**config.mk**
```make
export PLATFORM = sky130hd
export DESIGN_NAME = memtype_resolver
export DESIGN_NICKNAME = d
export VERILOG_FILES = /design/src/rtl/memtype_pkg.sv /design/src/rtl/mtr_cfg_regs.sv /design/src/rtl/mtr_fixed_lookup.sv /design/src/rtl/mtr_var_merge.sv /design/src/rtl/memtype_resolver.sv
export SDC_FILE = /design/constraint.sdc
export NUM_CORES = 2
export LEC_CHECK = 0
export ABC_AREA = 1
export BUFFER_PORTS_ARGS = -buffer_cell sky130_fd_sc_hd__buf_2
export CORE_AREA = 2 2 423 425
export CTS_CLUSTER_SIZE = 30
export DETAILED_ROUTE_END_ITERATION = 6
export DIE_AREA = 0 0 425 427
export PLACE_DENSITY_LB_ADDON = 0.1
export SYNTH_ARGS = -nofsm -noshare
export SYNTH_HDL_FRONTEND = slang
export SYNTH_SLANG_ARGS = --single-unit
```
**constraint.sdc**
```tcl
create_clock -name clk -period 51.6 [get_ports clk]
set_input_delay 10.32 -clock clk [delete_from_list [all_inputs] [get_ports clk]]
set_output_delay 10.32 -clock clk [all_outputs]
set_load 0.02 [all_outputs]
```
**src/rtl/memtype_pkg.sv**
```systemverilog
package memtype_pkg;

  typedef logic [7:0] mtype_t;

  localparam mtype_t MT_UC   = 8'h00;
  localparam mtype_t MT_WC   = 8'h01;
  localparam mtype_t MT_WT   = 8'h04;
  localparam mtype_t MT_WP   = 8'h05;
  localparam mtype_t MT_WB   = 8'h06;
  localparam mtype_t MT_NONE = 8'hFF;

  localparam int DATA_W      = 64;
  localparam int FIX_REGS    = 11;
  localparam int FIX_ENTRIES = FIX_REGS * 8;
  localparam int PG_SHIFT    = 12;
  localparam int WIN_SHIFT   = 23;

  // Pairwise merge of two overlapping range types.
  function automatic mtype_t mt_combine(input mtype_t a, input mtype_t b);
    mtype_t r;
    if (a == MT_UC || b == MT_UC)
      r = MT_UC;
    else if ((a == MT_WB && b == MT_WT) || (a == MT_WT && b == MT_WB))
      r = MT_WT;
    else if (a != b)
      r = MT_UC;
    else
      r = a;
    return r;
  endfunction

endpackage

```
**src/rtl/mtr_cfg_regs.sv**
```systemverilog
module mtr_cfg_regs
  import memtype_pkg::*;
#(
  parameter int ADDR_W  = 48,
  parameter int NUM_VAR = 4,
  parameter int SEL_W   = 6
) (
  input  logic                                   clk,
  input  logic                                   rst_n,
  input  logic                                   wr_en,
  input  logic [SEL_W-1:0]                       wr_sel,
  input  logic [DATA_W-1:0]                      wr_data,
  output logic [FIX_REGS-1:0][DATA_W-1:0]        fix_q,
  output mtype_t                                 def_type_q,
  output logic                                   fix_en_q,
  output logic                                   glob_en_q,
  output logic [ADDR_W-1:WIN_SHIFT]              win_top_q,
  output logic [NUM_VAR-1:0][ADDR_W-PG_SHIFT-1:0] vbase_q,
  output logic [NUM_VAR-1:0][7:0]                vtype_q,
  output logic [NUM_VAR-1:0][ADDR_W-PG_SHIFT-1:0] vmask_q,
  output logic [NUM_VAR-1:0]                     vvld_q
);

  localparam int CTRL_SEL = 12;
  localparam int WIN_SEL  = 13;
  localparam int VAR_SEL0 = 16;
  localparam int FEN_BIT  = 10;
  localparam int GEN_BIT  = 11;
  localparam int VLD_BIT  = 11;

  logic [FIX_REGS-1:0] fix_we;
  logic                ctrl_we;
  logic                win_we;
  logic [NUM_VAR-1:0]  base_we;
  logic [NUM_VAR-1:0]  mask_we;

  // Write strobe decode (next-state side).
  always_comb begin
    ctrl_we = wr_en && (wr_sel == SEL_W'(CTRL_SEL));
    win_we  = wr_en && (wr_sel == SEL_W'(WIN_SEL));
  end

  for (genvar r = 0; r < FIX_REGS; r++) begin : g_fix
    always_comb fix_we[r] = wr_en && (wr_sel == SEL_W'(r));

    always_ff @(posedge clk or negedge rst_n) begin
      if (!rst_n)         fix_q[r] <= '0;
      else if (fix_we[r]) fix_q[r] <= wr_data;
    end
  end

  always_ff @(posedge clk or negedge rst_n) begin
    if (!rst_n) begin
      def_type_q <= MT_UC;
      fix_en_q   <= 1'b0;
      glob_en_q  <= 1'b0;
    end else if (ctrl_we) begin
      def_type_q <= wr_data[7:0];
      fix_en_q   <= wr_data[FEN_BIT];
      glob_en_q  <= wr_data[GEN_BIT];
    end
  end

  always_ff @(posedge clk or negedge rst_n) begin
    if (!rst_n)      win_top_q <= '0;
    else if (win_we) win_top_q <= wr_data[ADDR_W-1:WIN_SHIFT];
  end

  for (genvar i = 0; i < NUM_VAR; i++) begin : g_var
    always_comb begin
      base_we[i] = wr_en && (wr_sel == SEL_W'(VAR_SEL0 + 2*i));
      mask_we[i] = wr_en && (wr_sel == SEL_W'(VAR_SEL0 + 2*i + 1));
    end

    always_ff @(posedge clk or negedge rst_n) begin
      if (!rst_n) begin
        vbase_q[i] <= '0;
        vtype_q[i] <= '0;
      end else if (base_we[i]) begin
        vbase_q[i] <= wr_data[ADDR_W-1:PG_SHIFT];
        vtype_q[i] <= wr_data[7:0];
      end
    end

    always_ff @(posedge clk or negedge rst_n) begin
      if (!rst_n) begin
        vmask_q[i] <= '0;
        vvld_q[i]  <= 1'b0;
      end else if (mask_we[i]) begin
        vmask_q[i] <= wr_data[ADDR_W-1:PG_SHIFT];
        vvld_q[i]  <= wr_data[VLD_BIT];
      end
    end
  end

  // a write to the control word lands in the control fields next cycle
  a_r9_ctrl_write: assert property (@(posedge clk) disable iff (!rst_n)
    ctrl_we |=> (def_type_q == $past(wr_data[7:0])) && (glob_en_q == $past(wr_data[GEN_BIT])));

endmodule

```
**src/rtl/mtr_fixed_lookup.sv**
```systemverilog
module mtr_fixed_lookup
  import memtype_pkg::*;
(
  input  logic [7:0]                      addr_pg,   // address bits 19:12
  input  logic [FIX_REGS-1:0][DATA_W-1:0] fix_q,
  output mtype_t                          fix_type
);

  localparam int IDX_W   = $clog2(FIX_ENTRIES);
  localparam int BASE_16 = 8;
  localparam int BASE_4  = 24;

  logic [IDX_W-1:0] idx;
  logic [IDX_W-4:0] word_n;
  logic [2:0]       byte_n;

  // Slot number: 64 KiB slots, then 16 KiB slots, then 4 KiB slots.
  always_comb begin
    if (!addr_pg[7])
      idx = IDX_W'(addr_pg[6:4]);
    else if (!addr_pg[6])
      idx = IDX_W'(BASE_16) + IDX_W'(addr_pg[5:2]);
    else
      idx = IDX_W'(BASE_4) + IDX_W'(addr_pg[5:0]);
  end

  always_comb begin
    word_n   = idx[IDX_W-1:3];
    byte_n   = idx[2:0];
    fix_type = fix_q[word_n][{byte_n, 3'b000} +: 8];
  end

endmodule

```
**src/rtl/mtr_var_merge.sv**
```systemverilog
module mtr_var_merge
  import memtype_pkg::*;
#(
  parameter int ADDR_W  = 48,
  parameter int NUM_VAR = 4
) (
  input  logic                                   clk,
  input  logic                                   rst_n,
  input  logic [ADDR_W-PG_SHIFT-1:0]             addr_pg,
  input  logic [NUM_VAR-1:0][ADDR_W-PG_SHIFT-1:0] vbase_q,
  input  logic [NUM_VAR-1:0][7:0]                vtype_q,
  input  logic [NUM_VAR-1:0][ADDR_W-PG_SHIFT-1:0] vmask_q,
  input  logic [NUM_VAR-1:0]                     vvld_q,
  output mtype_t                                 var_type
);

  logic [NUM_VAR-1:0] match;
  logic [NUM_VAR-1:0] match_uc;

  for (genvar i = 0; i < NUM_VAR; i++) begin : g_match
    always_comb begin
      match[i]    = vvld_q[i] && (((addr_pg ^ vbase_q[i]) & vmask_q[i]) == '0);
      match_uc[i] = match[i] && (vtype_q[i] == MT_UC);
    end
  end

  // Fold matching types; MT_NONE means nothing has matched yet.
  always_comb begin
    var_type = MT_NONE;
    for (int i = 0; i < NUM_VAR; i++) begin
      if (match[i]) begin
        if (var_type == MT_NONE) var_type = vtype_q[i];
        else                     var_type = mt_combine(var_type, vtype_q[i]);
      end
    end
  end

  // one uncacheable participant forces uncacheable
  a_r5_uc_dominates: assert property (@(posedge clk) disable iff (!rst_n)
    (|match_uc) |-> (var_type == MT_UC));

  // without a valid match the fold stays empty
  a_r4_empty_without_match: assert property (@(posedge clk) disable iff (!rst_n)
    (match == '0) |-> (var_type == MT_NONE));

endmodule

```
**src/rtl/memtype_resolver.sv**
```systemverilog
module memtype_resolver
  import memtype_pkg::*;
#(
  parameter int ADDR_W  = 48,
  parameter int NUM_VAR = 4,
  parameter int SEL_W   = 6
) (
  input  logic              clk,
  input  logic              rst_n,
  input  logic              wr_en,
  input  logic [SEL_W-1:0]  wr_sel,
  input  logic [DATA_W-1:0] wr_data,
  input  logic              req_valid,
  input  logic [ADDR_W-1:0] req_addr,
  output logic              resp_valid,
  output logic [7:0]        resp_type,
  output logic              resp_hit
);

  localparam int PA_W   = ADDR_W - PG_SHIFT;
  localparam int LOW_MB = 20;
  localparam int HI4G   = 32;

  // Reset: asserted at once, released through two flops.
  logic [1:0] rst_sync_q;
  logic       rst_n_int;

  always_ff @(posedge clk or negedge rst_n) begin
    if (!rst_n) rst_sync_q <= 2'b00;
    else        rst_sync_q <= {rst_sync_q[0], 1'b1};
  end
  assign rst_n_int = rst_sync_q[1];

  logic [FIX_REGS-1:0][DATA_W-1:0] fix_q;
  mtype_t                          def_type_q;
  logic                            fix_en_q;
  logic                            glob_en_q;
  logic [ADDR_W-1:WIN_SHIFT]       win_top_q;
  logic [NUM_VAR-1:0][PA_W-1:0]    vbase_q;
  logic [NUM_VAR-1:0][7:0]         vtype_q;
  logic [NUM_VAR-1:0][PA_W-1:0]    vmask_q;
  logic [NUM_VAR-1:0]              vvld_q;

  mtr_cfg_regs #(.ADDR_W(ADDR_W), .NUM_VAR(NUM_VAR), .SEL_W(SEL_W)) u_regs (
    .clk        (clk),
    .rst_n      (rst_n_int),
    .wr_en      (wr_en),
    .wr_sel     (wr_sel),
    .wr_data    (wr_data),
    .fix_q      (fix_q),
    .def_type_q (def_type_q),
    .fix_en_q   (fix_en_q),
    .glob_en_q  (glob_en_q),
    .win_top_q  (win_top_q),
    .vbase_q    (vbase_q),
    .vtype_q    (vtype_q),
    .vmask_q    (vmask_q),
    .vvld_q     (vvld_q)
  );

  mtype_t fix_type;
  mtype_t var_type;

  mtr_fixed_lookup u_fixed (
    .addr_pg  (req_addr[LOW_MB-1:PG_SHIFT]),
    .fix_q    (fix_q),
    .fix_type (fix_type)
  );

  mtr_var_merge #(.ADDR_W(ADDR_W), .NUM_VAR(NUM_VAR)) u_var (
    .clk      (clk),
    .rst_n    (rst_n_int),
    .addr_pg  (req_addr[ADDR_W-1:PG_SHIFT]),
    .vbase_q  (vbase_q),
    .vtype_q  (vtype_q),
    .vmask_q  (vmask_q),
    .vvld_q   (vvld_q),
    .var_type (var_type)
  );

  logic   below_1m;
  logic   in_window;
  mtype_t res_type;
  logic   res_hit;

  always_comb begin
    below_1m  = (req_addr[ADDR_W-1:LOW_MB] == '0);
    in_window = (win_top_q != '0) && (req_addr[ADDR_W-1:HI4G] != '0) &&
                (req_addr < {win_top_q, {WIN_SHIFT{1'b0}}});
  end

  // Priority: global off, low-memory table, window, variable, fallback.
  always_comb begin
    res_type = def_type_q;
    res_hit  = 1'b0;
    if (!glob_en_q) begin
      res_type = MT_UC;
      res_hit  = 1'b0;
    end else if (fix_en_q && below_1m) begin
      res_type = fix_type;
      res_hit  = 1'b1;
    end else if (in_window) begin
      res_type = MT_WB;
      res_hit  = 1'b1;
    end else if (var_type != MT_NONE) begin
      res_type = var_type;
      res_hit  = 1'b1;
    end
  end

  always_ff @(posedge clk or negedge rst_n_int) begin
    if (!rst_n_int) resp_valid <= 1'b0;
    else            resp_valid <= req_valid;
  end

  always_ff @(posedge clk or negedge rst_n_int) begin
    if (!rst_n_int) begin
      resp_type <= MT_UC;
      resp_hit  <= 1'b0;
    end else if (req_valid) begin
      resp_type <= res_type;
      resp_hit  <= res_hit;
    end
  end

  // response strobe tracks the request one cycle later
  a_r1_resp_follows_req: assert property (@(posedge clk) disable iff (!rst_n_int)
    req_valid |=> resp_valid);
  a_r1_no_spurious_resp: assert property (@(posedge clk) disable iff (!rst_n_int)
    !req_valid |=> !resp_valid);

  // global disable gives uncacheable with no hit
  a_r7_disabled_uc: assert property (@(posedge clk) disable iff (!rst_n_int)
    (req_valid && !glob_en_q) |=> (resp_type == MT_UC) && !resp_hit);

  // enabled low-memory table always reports a hit
  a_r3_low_table_hit: assert property (@(posedge clk) disable iff (!rst_n_int)
    (req_valid && glob_en_q && fix_en_q && req_addr < ADDR_W'(1 << LOW_MB)) |=> resp_hit);

  // window above 4 GiB resolves to write-back
  a_r8_window_wb: assert property (@(posedge clk) disable iff (!rst_n_int)
    (req_valid && glob_en_q && win_top_q != '0 && req_addr[ADDR_W-1:HI4G] != '0 &&
     req_addr < {win_top_q, {WIN_SHIFT{1'b0}}}) |=> (resp_type == MT_WB) && resp_hit);

endmodule

```
Word level (Yosys, flattened, before mapping)
Index checks and enable logic that the tools add are counted.

Flip-flop bits (word level): 1075. Input bits: 122. Output and inout port bits: 10. Word-level logic and storage cells: 169.

Add/subtract/negate cells: 2. Order comparisons: 2. Equality and inequality tests: 39. Shift operators: 1. Mux-type cells: 28. Bitwise logic cells: 8. Reduce and logical (&&, ||, !) cells: 54.

Operators by type and width (count): $bmux 64 s4 (1); $mux 8 (20); $and 36x36->36 (4); $logic_not 36->1 (4); $xor 36x36->36 (4); $eq 8x3->1 const B (12); $mux 64 (1); $shiftx 64x7->8 (1); $eq 6x5->1 const B (8); $logic_not 8->1 (6); $lt 48x48->1 (1); $logic_and 1x1->1 (34); $eq 6x4->1 const B (5); $logic_not 28->1 (1); $reduce_bool 25->1 (1); $eq 6x3->1 const B (4); $eq 8x8->1 const B (3); $ne 8x8->1 (3); $reduce_bool 16->1 (1); $mux 7 (2); $eq 6x2->1 const B (2); $ne 8x8->1 const B (1); $add 5x6->7 const A (1); $eq 6x1->1 const B (1); other kinds (5) (13).

Depth between registers and ports, before layout
Depth in word-level cells: 31. Depth in mapped cells: 44. Gate-level depth less buffers: 43.

By module
From an unflattened synthesis, not the netlist that was laid out.

Cells, all modules: 8429. Area, all modules: 59278.1 um2.

Modules (own cells, without submodules): mtr_cfg_regs (times used 1, cells an instance 4736, area an instance 41969.0 um2, sequential area each 26600.5 um2); mtr_fixed_lookup (times used 1, cells an instance 2214, area an instance 9864.5 um2, sequential area each 0.0 um2); mtr_var_merge (times used 1, cells an instance 1210, area an instance 5833.1 um2, sequential area each 0.0 um2); memtype_resolver (times used 1, cells an instance 269, area an instance 1611.5 um2, sequential area each 300.3 um2).

Least setup slack after synthesis
Ideal clock, no wire load.

Path type: input port to flip-flop. From: input port req_addr[20]. To: register resp_type[1]. Setup time: 0.116 ns. Arrival: 13.895 ns. Required time: 51.484 ns. Path slack: 37.589 ns. Stages: 42. Path buffers: 2. Path through: buf_2 > inv_2 > nand2_1 > nand3_1 > nand2_1 > nor2_1 > nand2_1 > nor2_4 > inv_2 > nor2_4 > buf_6 > nand3_1 > nand2_1 > nand2_2 > nor2_8 > nand3_4 > nand2_8 > nand2_4 > (+6 left out) > nor2_4 > nand2_1 > o21bai_2 > nand2_2 > nor2_1 > nand2_1 > nor2_2 > nand2_2 > o21ai_1 > inv_1 > nand2_1 > nand3_2 > nor2_4 > nand2_2 > nor2_2 > nand2_1 > nand2_1 > nand2_1.

Cells in the longest elaborated chain, start to end: 31. Elaborated cells on any way between the ends: 68. Those cells by class: order compare (1); eq/ne (13); mux (20); bitwise (8); reduce/logical (26).

RTL lines: start, declared (RTL line memtype_resolver.sv:14) `input logic [ADDR_W-1:0] req_addr,`; $xor 36x36->36 (RTL line mtr_var_merge.sv:22) `match[i] = vvld_q[i] && (((addr_pg ^ vbase_q[i]) & vmask_q[i]) == '0);`; $and 36x36->36 (RTL line mtr_var_merge.sv:22); $logic_not 36->1 (RTL line mtr_var_merge.sv:22); $logic_and 1x1->1 (RTL line mtr_var_merge.sv:22); $mux 8 (RTL line mtr_var_merge.sv:31) `if (match[i]) begin`; $eq 8x3->1 (RTL line memtype_pkg.sv:23) `else if ((a == MT_WB && b == MT_WT) || (a == MT_WT && b == MT_WB))`; $logic_and 1x1->1 (RTL line memtype_pkg.sv:23); $logic_or 1x1->1 (RTL line memtype_pkg.sv:23); (+15 left out); $mux 8 (RTL line memtype_pkg.sv:21) `if (a == MT_UC || b == MT_UC)`; $mux 8 (RTL line mtr_var_merge.sv:32) `if (var_type == MT_NONE) var_type = vtype_q[i];`; $mux 8 (RTL line mtr_var_merge.sv:31); $ne 8x8->1 (RTL line memtype_resolver.sv:105) `end else if (var_type != MT_NONE) begin`; $mux 8 (RTL line memtype_resolver.sv:105); $mux 8 (RTL line memtype_resolver.sv:102) `end else if (in_window) begin`; $mux 8 (*) (RTL line memtype_resolver.sv:99) `end else if (fix_en_q && below_1m) begin`; $mux 8 (*) (RTL line memtype_resolver.sv:96) `if (!glob_en_q) begin`; end signal, assigned (RTL line memtype_resolver.sv:121) `resp_type <= res_type;`; end, declared (RTL line memtype_resolver.sv:16) `output logic [7:0] resp_type,`.

Every way passes the cells marked *; elsewhere a longest branch is shown, timed or not. A chain may end at the register's enable or synchronous reset.

Final worst setup path
From: input port req_addr[27]. To: register resp_type[2].

Same word-level chain as after synthesis.

==> impl_metrics.prom <==
# TYPE chip_impl_metric gauge
chip_impl_info{name="status",value="completed"} 1
chip_impl_info{name="critPathCaptureType",value="flip-flop"} 1
chip_impl_metric{name="reg2reg_setup_slack",unit="ps"} 46310
chip_impl_metric{name="drtAntennaViolNets",unit=""} 0
chip_impl_metric{name="post_route_clock_skew",unit="ps"} 33.5
chip_impl_metric{name="cts_inserted_buffers",unit=""} 137
chip_impl_metric{name="clock_latency",unit="ps"} 780
chip_impl_info{name="ys_dominant_reg_cell",value="dfrtp_1"} 1
chip_impl_metric{name="postPlaceCellArea",unit="mm2"} 0.0534
chip_impl_metric{name="yosys.cell_types.count",unit=""} 59
chip_impl_metric{name="p_per_area",unit="mW/mm2"} 40.8
chip_impl_metric{name="postSynthAreaPerCell",unit="um2"} 7.94
chip_impl_info{name="timing.critical_path.slowest_stage_cell",value="nor2_1"} 1
chip_impl_metric{name="finish.instance_area",unit="mm2"} 0.0581
chip_impl_metric{name="cts-hold-fix-buffers",unit=""} 0
chip_impl_metric{name="post-layout-total-power",unit="mW"} 2.37
chip_impl_metric{name="worst-slew-pin-transition",unit="ps"} 1170
chip_impl_metric{name="filler_cell_count_in_the_final_layout",unit=""} 19000
chip_impl_metric{name="fraction_of_registers_with_async_set_reset",unit=""} 1.00
chip_impl_metric{name="fmaxAchievable",unit="MHz"} 67.5
chip_impl_metric{name="yosys_warnings",unit=""} 0
chip_impl_metric{name="synthCells",unit=""} 6421
chip_impl_metric{name="cts_sinks",unit=""} 1075
chip_impl_metric{name="critical_path_depth",unit=""} 40
chip_impl_info{name="path_delay_family",value="simple AND/OR/NAND/NOR gates"} 1
chip_impl_metric{name="dp.cells",unit=""} 8478
chip_impl_metric{name="worst-path-buf-inv",unit=""} 3
chip_impl_metric{name="maxSlewViolCount",unit=""} 0
chip_impl_metric{name="drt_first_iter_violations",unit=""} 3595
chip_impl_metric{name="drive_above_1_share",unit=""} 0.0804
chip_impl_metric{name="final.period_utilization",unit=""} 0.287
chip_impl_info{name="crit_start",value="req_addr[27]"} 1
chip_impl_metric{name="cts_resized",unit=""} 0
chip_impl_metric{name="port_buffers",unit=""} 119
chip_impl_metric{name="critPathArrivalTime",unit="ps"} 15460
chip_impl_metric{name="setup_viol_count_final",unit=""} 0
chip_impl_info{name="r2r_start",value="u_regs.vbase_q[18]"} 1
chip_impl_metric{name="cts.htree.levels",unit=""} 4
chip_impl_info{name="timing.critical_path.to",value="resp_type[2]"} 1
chip_impl_info{name="grt_setup_unrepaired",value="no"} 1
chip_impl_metric{name="critical-path-max-stage-delay",unit="ps"} 410
chip_impl_metric{name="p_leak",unit="nW"} 26.9
chip_impl_metric{name="instances_no_fill",unit=""} 8728
chip_impl_metric{name="synth_nets",unit=""} 6568
chip_impl_metric{name="antenna_found_initial",unit=""} 15
chip_impl_metric{name="timing.final.hold_violations",unit=""} 0
chip_impl_metric{name="wl_per_cell",unit="um"} 21.2
chip_impl_info{name="clock_tree.root_cell",value="clkbuf_16"} 1
chip_impl_metric{name="maxCapViolations",unit=""} 0
chip_impl_metric{name="gr-usage-all-layers",unit=""} 0.204
chip_impl_metric{name="io_pins",unit=""} 132
chip_impl_metric{name="wire_length_of_the_first_global_routing_pass",unit="um"} 280000
chip_impl_metric{name="slew-limit-headroom",unit=""} 0.220
chip_impl_metric{name="synth_sequential_area_ratio",unit=""} 0.527
chip_impl_info{name="worst_path_most_repeated_cell",value="nand2_1"} 1
chip_impl_metric{name="critical_path_peak_fanout",unit=""} 11
chip_impl_metric{name="floorplan.rows",unit=""} 155
chip_impl_metric{name="drt-total-wl",unit="um"} 185000
chip_impl_info{name="worst_r2r_endpoint",value="resp_type[2]"} 1
chip_impl_metric{name="clk_pin_slew",unit="ps"} 50
chip_impl_metric{name="synth-edff-count",unit=""} 0
chip_impl_metric{name="core_utilization_of_the_finished_layout",unit=""} 0.328
chip_impl_metric{name="die_w",unit="um"} 425
chip_impl_metric{name="ir_drop",unit="uV"} 20.9
chip_impl_metric{name="core",unit="mm2"} 0.177
chip_impl_metric{name="num-nets-final",unit=""} 6409
chip_impl_metric{name="globalRoute.totalOverflow",unit=""} 0
chip_impl_metric{name="synth-seq-cells",unit=""} 1075
chip_impl_metric{name="final_period_demand_of_the_worst_path",unit="ps"} 14810
chip_impl_info{name="most_common_library_cell_in_the_layout_ignoring_fill_and_taps",value="nand2_1"} 1
chip_impl_metric{name="worst_r2r_path_depth",unit=""} 38
chip_impl_metric{name="routed-via-count",unit=""} 42700
chip_impl_metric{name="route.detailed.vias_per_inst",unit=""} 4.89
chip_impl_metric{name="design.die.area",unit="mm2"} 0.181
chip_impl_metric{name="first_global_vias",unit=""} 41200
chip_impl_metric{name="ctsLongestPathBuffers",unit=""} 3
chip_impl_metric{name="tns_setup",unit="ps"} 0
chip_impl_info{name="tritoncts",value="built"} 1
chip_impl_metric{name="die_h",unit="um"} 427
chip_impl_metric{name="routabilityCongestion",unit=""} 0.832
chip_impl_info{name="setup.worst_path.class",value="input port to flip-flop"} 1
chip_impl_metric{name="drt-pass1-iter-count",unit=""} 6
chip_impl_info{name="startpoint_type_of_the_worst_setup_path",value="input port"} 1
chip_impl_info{name="hold_path_class",value="flip-flop to flip-flop"} 1
chip_impl_metric{name="dp_hpwl",unit="um"} 113000
chip_impl_metric{name="synth_area",unit="mm2"} 0.0510
chip_impl_metric{name="hold_slack",unit="ps"} 348
chip_impl_metric{name="cp_data_required_time",unit="ps"} 52250
chip_impl_metric{name="syn_to_final_growth",unit="%"} 13.8
chip_impl_info{name="layout.cells.most_common_list",value="nand2_1 (1998), o21ai_0 (1085), dfrtp_1 (1074)"} 1
chip_impl_metric{name="drc",unit=""} 0
chip_impl_metric{name="timing.final.ws_setup",unit="ps"} 36790
chip_impl_metric{name="setup_ws_pre_cts",unit="ps"} 35980
chip_impl_metric{name="postCtsSetupRepairBufs",unit=""} 0
chip_impl_metric{name="initial_core_util",unit=""} 0.288
chip_impl_metric{name="largest_net_degree_at_the_start_of_global_routing",unit=""} 155
[power breakdown]
part | switching [mW] | total (mW) | leakage [nW] | internal (mW)
logic | 0.241 | 0.363 | 10.4 | 0.122
clock network | 0.386 | 0.982 | 2.28 | 0.596
registers | 0.0657 | 1.02 | 14.2 | 0.958
[cell usage after synthesis (6+ instances only)]
library cell	number	area, um2
nor2_4	6	67.6
nand3b_1	6	45.0
nor2_1	364	1370
buf_4	9	67.6
clkbuf_1	417	1570
o21ai_1	11	55.1
or2_2	31	194
nand2_2	19	119
o311ai_0	16	140
nand4_1	58	363
inv_2	16	60.1
inv_1	257	965
xor2_1	47	412
o31ai_1	16	120
nor4_1	21	131
nand2_1	2015	7560
dfrtp_1	1075	26900
nor3_1	26	130
a31oi_1	9	56.3
clkinv_1	6	22.5
buf_2	23	115
a32o_1	32	320
a21oi_1	157	786
o32ai_1	16	140
o211ai_1	32	240
o21ai_0	1086	5440
buf_1	23	86.3
ha_1	25	313
nand3_1	545	2730
[cells by family (layout without fill, tap and decap cells)]
family	count (synthesis)	in the layout	synth area share
buffers and inverters	755	699	0.0573
AND/OR/NAND/NOR	3120	3120	0.254
flip-flops	1075	1075	0.527
XOR/XNOR	47	47	0.00807
adder cells (fa/ha/maj)	25	25	0.00613
AO/OA/AOI/OAI	1398	1398	0.147
other	1	9	0.0000735
[layer usage]
metal | share of wire | track usage | vias up
met5 | 0 | 0 | -
met4 | 0.019 | 0.0483 | 0
met3 | 0.038 | 0.0274 | 186
met2 | 0.49 | 0.347 | 803
met1 | 0.46 | 0.275 | 20900
li1 | - | - | 20800
[flip-flops by register name, summed over array words and instances (netlist names)]
| signal | cells |
|---|---|
| u_regs.def_type_q | 8 |
| u_regs.win_top_q | 25 |
| u_regs.vbase_q | 144 |
| u_regs.fix_q | 704 |
| u_regs.fix_en_q | 1 |
| u_regs.glob_en_q | 1 |
| resp_valid | 1 |
| resp_type | 8 |
| resp_hit | 1 |
| u_regs.vmask_q | 144 |
| rst_sync_q | 2 |
| u_regs.vvld_q | 4 |
| u_regs.vtype_q | 32 |
[worst min path at each step]
| stage | startpoint | to | slack [ps] | depth (start not counted) |
|---|---|---|---|---|
| after detailed placement | rst_sync_q[0] | rst_sync_q[1] | 340 | 0 |
| after global placement | rst_sync_q[0] | rst_sync_q[1] | 330 | 0 |
| final | rst_sync_q[0] | rst_sync_q[1] | 350 | 0 |
| after floorplan | rst_sync_q[0] | rst_sync_q[1] | 330 | 0 |
| after CTS | rst_sync_q[0] | rst_sync_q[1] | 350 | 0 |
| after global routing | rst_sync_q[0] | rst_sync_q[1] | 380 | 0 |
[area by class of cell]
type                    count  area, um2  share of cell area
flip-flops and latches   1075      26900               0.463
multi-input cells        4591      21400               0.368
clock buffers             219       4320              0.0744
well taps                2355       2950              0.0508
repair buffers            177       1120              0.0193
inverters                 280       1070              0.0184
clock inverters            23        297             0.00511
diodes                      8       20.0            0.000345
No activity file was read; power rests on OpenSTA's default activity.
